File: src/rtl/pta_pkg.sv
package pta_pkg;
  localparam int LANE_W = 8;
  localparam int DATA_W = 2 * LANE_W;
  localparam int WORD_W = 3 * LANE_W;
  localparam int LANES  = WORD_W / LANE_W;

  typedef enum logic [1:0] {
    OP_RD_LO = 2'd0,
    OP_RD_HI = 2'd1,
    OP_WR_LO = 2'd2,
    OP_WR_HI = 2'd3
  } tblOp_e;

  typedef struct packed {
    logic latch;
    logic capture;
    logic zeroData;
  } tblStrobe_t;
endpackage

File: src/rtl/pta_ctrl.sv
module pta_ctrl
  import pta_pkg::*;
(
  input  logic       clk,
  input  logic       rstN,
  input  logic       reqValid,
  input  logic       isWrite,
  input  logic       isCfg,
  input  logic       cfgImpl,
  output logic       reqReady,
  output logic       memEn,
  output logic       memWe,
  output tblStrobe_t strobe,
  output logic       rspValid,
  output logic       rspErr
);
  typedef enum logic [1:0] {ST_IDLE, ST_WAIT, ST_RESP} ctrlState_e;

  ctrlState_e stateQ, stateD;
  logic errQ, noDataQ;
  logic accept, refuse;

  assign reqReady = (stateQ == ST_IDLE);
  assign accept   = reqValid & reqReady;
  assign refuse   = isCfg & (isWrite | ~cfgImpl);
  assign memEn    = accept & ~refuse;
  assign memWe    = memEn & isWrite;

  always_comb begin
    stateD = stateQ;
    unique case (stateQ)
      ST_IDLE: if (reqValid) stateD = ST_WAIT;
      ST_WAIT: stateD = ST_RESP;
      ST_RESP: stateD = ST_IDLE;
      default: stateD = ST_IDLE;
    endcase
  end

  always_ff @(posedge clk) begin
    if (!rstN) begin
      stateQ  <= ST_IDLE;
      errQ    <= 1'b0;
      noDataQ <= 1'b0;
    end else begin
      stateQ <= stateD;
      if (accept) begin
        errQ    <= refuse;
        noDataQ <= refuse | isWrite;
      end
    end
  end

  assign strobe.latch    = accept;
  assign strobe.capture  = (stateQ == ST_WAIT);
  assign strobe.zeroData = noDataQ;
  assign rspValid        = (stateQ == ST_RESP);
  assign rspErr          = rspValid & errQ;
endmodule

File: src/rtl/pta_datapath.sv
module pta_datapath
  import pta_pkg::*;
#(
  parameter int PAGE_W         = 8,
  parameter int EA_W           = 16,
  parameter int CFG_IMPL_WORDS = 64,
  localparam int ADDR_W        = PAGE_W - 1 + EA_W - 1
) (
  input  logic              clk,
  input  logic              rstN,
  input  logic              pageWe,
  input  logic [PAGE_W-1:0] pageWdata,
  input  tblOp_e            reqOp,
  input  logic              reqByte,
  input  logic [EA_W-1:0]   reqAddr,
  input  logic [DATA_W-1:0] reqWdata,
  input  tblStrobe_t        strobe,
  input  logic [WORD_W-1:0] memRdata,
  output logic              isCfg,
  output logic              cfgImpl,
  output logic [ADDR_W-1:0] memAddr,
  output logic              memCfg,
  output logic [LANES-1:0]  memWmask,
  output logic [WORD_W-1:0] memWdata,
  output logic [DATA_W-1:0] rspRdata
);
  logic [PAGE_W-1:0] pageQ;
  logic              opHiQ, byteQ, bselQ;
  logic [DATA_W-1:0] rdataQ, fmtData;
  logic              bsel;

  assign bsel    = reqAddr[0];
  assign memAddr = {pageQ[PAGE_W-2:0], reqAddr[EA_W-1:1]};
  assign memCfg  = pageQ[PAGE_W-1];
  assign isCfg   = memCfg;
  assign cfgImpl = (memAddr < ADDR_W'(CFG_IMPL_WORDS));

  // Lane placement for writes
  always_comb begin
    memWmask = '0;
    memWdata = '0;
    unique case (reqOp)
      OP_WR_LO: begin
        if (!reqByte) begin
          memWmask                 = 3'b011;
          memWdata[DATA_W-1:0]     = reqWdata;
        end else if (bsel) begin
          memWmask                 = 3'b010;
          memWdata[2*LANE_W-1:LANE_W] = reqWdata[LANE_W-1:0];
        end else begin
          memWmask                 = 3'b001;
          memWdata[LANE_W-1:0]     = reqWdata[LANE_W-1:0];
        end
      end
      OP_WR_HI: begin
        if (!reqByte || !bsel) begin
          memWmask                 = 3'b100;
          memWdata[WORD_W-1:DATA_W] = reqWdata[LANE_W-1:0];
        end
      end
      default: ;
    endcase
  end

  // Lane selection and zero fill for reads
  always_comb begin
    fmtData = '0;
    if (!opHiQ) begin
      if (!byteQ) fmtData = memRdata[DATA_W-1:0];
      else if (bselQ) fmtData[LANE_W-1:0] = memRdata[2*LANE_W-1:LANE_W];
      else fmtData[LANE_W-1:0] = memRdata[LANE_W-1:0];
    end else if (!(byteQ && bselQ)) begin
      fmtData[LANE_W-1:0] = memRdata[WORD_W-1:DATA_W];
    end
  end

  always_ff @(posedge clk) begin
    if (!rstN) begin
      pageQ  <= '0;
      opHiQ  <= 1'b0;
      byteQ  <= 1'b0;
      bselQ  <= 1'b0;
      rdataQ <= '0;
    end else begin
      if (pageWe) pageQ <= pageWdata;
      if (strobe.latch) begin
        opHiQ <= reqOp[0];
        byteQ <= reqByte;
        bselQ <= bsel;
      end
      if (strobe.capture) rdataQ <= strobe.zeroData ? '0 : fmtData;
    end
  end

  assign rspRdata = rdataQ;
endmodule

File: src/rtl/pgm_table_access.sv
module pgm_table_access
  import pta_pkg::*;
#(
  parameter int PAGE_W         = 8,
  parameter int EA_W           = 16,
  parameter int CFG_IMPL_WORDS = 64,
  localparam int ADDR_W        = PAGE_W - 1 + EA_W - 1
) (
  input  logic              clk,
  input  logic              rstN,
  input  logic              pageWe,
  input  logic [PAGE_W-1:0] pageWdata,
  input  logic              reqValid,
  output logic              reqReady,
  input  logic [1:0]        reqOp,
  input  logic              reqByte,
  input  logic [EA_W-1:0]   reqAddr,
  input  logic [15:0]       reqWdata,
  output logic              rspValid,
  output logic [15:0]       rspRdata,
  output logic              rspErr,
  output logic              memEn,
  output logic              memWe,
  output logic              memCfg,
  output logic [ADDR_W-1:0] memAddr,
  output logic [2:0]        memWmask,
  output logic [23:0]       memWdata,
  input  logic [23:0]       memRdata
);
  tblStrobe_t strobe;
  logic       isCfg, cfgImpl;

  pta_ctrl u_ctrl (
    .clk      (clk),
    .rstN     (rstN),
    .reqValid (reqValid),
    .isWrite  (reqOp[1]),
    .isCfg    (isCfg),
    .cfgImpl  (cfgImpl),
    .reqReady (reqReady),
    .memEn    (memEn),
    .memWe    (memWe),
    .strobe   (strobe),
    .rspValid (rspValid),
    .rspErr   (rspErr)
  );

  pta_datapath #(
    .PAGE_W         (PAGE_W),
    .EA_W           (EA_W),
    .CFG_IMPL_WORDS (CFG_IMPL_WORDS)
  ) u_dp (
    .clk       (clk),
    .rstN      (rstN),
    .pageWe    (pageWe),
    .pageWdata (pageWdata),
    .reqOp     (tblOp_e'(reqOp)),
    .reqByte   (reqByte),
    .reqAddr   (reqAddr),
    .reqWdata  (reqWdata),
    .strobe    (strobe),
    .memRdata  (memRdata),
    .isCfg     (isCfg),
    .cfgImpl   (cfgImpl),
    .memAddr   (memAddr),
    .memCfg    (memCfg),
    .memWmask  (memWmask),
    .memWdata  (memWdata),
    .rspRdata  (rspRdata)
  );
endmodule

File: config.mk
export PLATFORM = sky130hd
export DESIGN_NAME = pgm_table_access
export DESIGN_NICKNAME = d
export VERILOG_FILES = /design/src/rtl/pta_pkg.sv /design/src/rtl/pta_ctrl.sv /design/src/rtl/pta_datapath.sv /design/src/rtl/pgm_table_access.sv
export SDC_FILE = /design/constraint.sdc
export NUM_CORES = 1
export LEC_CHECK = 0
export CORE_ASPECT_RATIO = 1.1
export CORE_MARGIN = 1.5
export CORE_UTILIZATION = 30
export DETAILED_ROUTE_END_ITERATION = 10
export GPL_TIMING_DRIVEN = 0
export MAX_ROUTING_LAYER = met4
export PLACE_DENSITY_LB_ADDON = 0.08
export SYNTH_ARGS = -nofsm -noshare
export SYNTH_HDL_FRONTEND = slang
export SYNTH_HIERARCHICAL = 1
export SYNTH_SLANG_ARGS = --single-unit
File: constraint.sdc
create_clock -name clk -period 1.3 [get_ports clk]
set_input_delay 0.26 -clock clk [delete_from_list [all_inputs] [get_ports clk]]
set_output_delay 0.26 -clock clk [all_outputs]
set_load 0.02 [all_outputs]
==> reports/qor.csv <==
metric;value;unit
finClkSkew;0.008647;ns
crit_cells;5;
finalCritPeriodShare;1.358;
synth-edff-count;0;
worstSetupEndpointType;primary output;
min_period;1.765;ns
hp-class;primary input to flip-flop;
core_area;0.005842;mm2
hpwl;4359;um
r2r-start;u_dp/pageQ[4];
yosysWarnings;6;
worstMarginPinSlew;0.2449;ns
pwr_density_cell;781.3;mW/mm2
clk_latency;0.29;ns
dieWidth;77.43;um
crit_type;flip-flop to primary output;
drtPass1Iterations;3;
critPathCapture;memEn;
worstHoldPathCells;2;
drc_errors;0;
htree_levels;2;
ctsRootBufferMaster;clkbuf_8;
rows;29;
p_leak;0.001755;uW
slowest_stage;dfxtp_2;
grt_first_pass_wirelength;9915;um
r2r-end;u_ctrl/noDataQ;
mappedNetlistNets;293;
avgViaCountPerCell;4.501;
antenna_found_initial;0;
synth_ff_type;dfxtp_1;
num-fill-cells;535;
synthDistinctLibCells;32;
clk_pin_slew;0.07;ns
reg2regPathDepth;4;
async_reset_ff_frac;0;
nets;458;
netlist_instances;222;
yosysTopAreaCellShare;0.3395;
finalMaxSlewViolations;0;
crit_family;simple AND/OR/NAND/NOR gates;
finalWirelength;6070;um
rsz0062_at_grt;true;
start_util;0.3129;
fmax;566.4;MHz
syn_area_per_cell;8.234;um2
wl_per_cell;13.05;um
areaGrowthSynthToFinish;106.0;%
gp_congestion;0.6907;
crit_path_start;u_dp/pageQ[4];
io_buffers;134;
die_h;84.87;um
postRouteAntennaNets;0;
synth_area;0.001828;mm2
maxSlewHeadroom;0.8368;
place_area;0.003302;mm2
reg2reg_slack;0;ns
finalCoreUtilization;0.6447;
vdd_drop_max;0.0003945;V
final_layout_size_suffix_gt1_frac;0.4227;
seq_area_frac_synth;0.3395;
cts_buffer_depth;2;
yosysTopAreaCell;dfxtp_1;
drt_iter0_markers;23;
synth_seq_cells;31;
crit_path_max_incr_delay;0.34;ns
grt_max_degree;12;
path_buf_inv;1;
status;complete, but fails checks;
cts_tree;built;
cap_violations;0;
yosys-top-cells-area;dfxtp_1 34%, nor2b_1 11%, buf_4 7.8%;
critical_path_required;1.04;ns
grt_pass1_vias;2122;
dieArea;0.006571;mm2
overflow;0;
cp_cell_sequence;nor4_4 -> and4_1 -> nand2b_1 -> a21oi_2 -> buf_6;
antenna_cells;0;
vias;2093;
grt_util_all_layers;0.1926;
crit_arrival;1.51;ns
cts-buffers-inserted;5;
hold_viol;0;
setup_viol;23;
failed_checks;setup timing;
start_kind;flip-flop;
cts_num_sinks;31;
ys_top_cells_by_count;31 x dfxtp_1, 31 x nor2b_1, 21 x and2_1, 19 x buf_4, 18 x a21oi_1;
fin_area;0.003766;mm2
path_max_fanout;3;
ios;142;
worst_slack;-0.4654;ns
## worst min-delay path by stage
| stage | slack (ns) | startpoint | to |
|---|---|---|---|
| 2_1_floorplan | 0.38 | rstN | u_ctrl/stateQ[0] |
| 3_3_place_gp | 0.43 | u_dp/rspRdata[0] | u_dp/rspRdata[0] |
| 3_5_place_dp | 0.44 | u_dp/rspRdata[2] | u_dp/rspRdata[2] |
| 4_1_cts | 0.28 | reqOp[0] | u_dp/opHiQ |
| 5_1_grt | 0.32 | reqOp[1] | u_ctrl/noDataQ |
| 6_report | 0.32 | reqOp[1] | u_ctrl/noDataQ |
## final cells by class
type	count	area (um2)	share of cell area
Buffer	29	210.2	0.05581
Clock buffer	5	68.82	0.01827
Clock inverter	3	43.79	0.01163
Inverter	2	7.507	0.001993
Multi-Input combinational cell	159	1199	0.3183
Sequential cell	31	634.4	0.1684
Tap cell	77	96.34	0.02558
Timing Repair Buffer	159	1506	0.4000
## logic make-up after synthesis
group	count (synthesis)	synth area share
buffers and inverters	33	0.1157
AOI/OAI and AO/OA	44	0.1451
DFF	31	0.3395
muxes	11	0.06024
and+or+nand+nor	103	0.3395
## flip-flops by register name, summed over array words and instances, names as in the netlist
name,flops
u_ctrl/stateQ,2
u_ctrl/errQ,1
u_dp/byteQ,1
u_dp/rspRdata,16
u_dp/opHiQ,1
u_dp/pageQ,8
u_dp/bselQ,1
u_ctrl/noDataQ,1
## where the power goes
part           total [uW]  internal, uW  switching (uW)  leakage (uW)
registers            1040          1000            37.7      0.000257
clock network         950           570             380     0.0000581
logic                 954           536             417       0.00144
## metrics by stage
step	power [uW]	setup TNS [ns]	setup slack, ns	std cells	hold WS, ns
finish	2942	-1.770	-0.4654	465	0.3223
global placement	1915	-41.50	-1.079	433	0.4323
global route	3096	-2.912	-0.5463	465	0.3152
CTS	2931	-3.385	-0.4875	464	0.2814
detailed placement	1920	-41.83	-1.061	433	0.4396
floorplan	1464	-0.1391	-0.1391	222	0.3817
## routing by layer
layer | routed length [um] | part of all wire | vias up | track usage
li1 | - | - | 1060 | -
met1 | 2531 | 0.42 | 935 | 0.2224
met2 | 2956 | 0.49 | 89 | 0.3174
met3 | 495 | 0.082 | 9 | 0.05806
met4 | 87 | 0.014 | 0 | 0.06612
met5 | 0 | 0 | - | -
## cells in the final DEF, fill, tap and decap left out, types with 2 or more instances in the layout
master	synthesis	final
nor2_1	8	8
and2_1	21	3
buf_4	19	41
dlygate4sd2_1	0	48
nor2b_1	31	27
clkdlybuf4s50_1	0	42
nor2_4	0	4
clkdlybuf4s15_2	0	3
dfxtp_4	0	2
nor4_2	0	2
nor3_1	8	8
o21ai_1	8	8
a21boi_1	2	2
dfxtp_1	31	24
and2b_1	8	8
nor2b_4	0	2
and2_4	0	18
clkbuf_8	0	5
a21oi_2	0	17
dfxtp_2	0	5
nand2_1	11	10
nor2b_2	0	2
a21boi_0	6	6
buf_2	7	9
o31ai_1	8	8
mux2i_1	11	11
clkbuf_2	0	3
buf_6	1	39
## worst reg2reg max path, delay by kind of cell (launching register included)
kind,cells,cell delay [ns]
AO/OA/AOI/OAI,1,0.27
flip-flops,1,0.34
AND/OR/NAND/NOR,3,0.56
## timing repair
action | 4_1_cts | 5_1_grt
gates resized for setup | 315 | 50
pin swaps | 23 | 20
endpoints found under the hold margin | 0 | 0
buffers inserted | 22 | 6
cloned | 1 | 0
hold buffers | 0 | 0
endpoints found under the setup margin | 87 | 52
(Power assumes the default switching activity.)
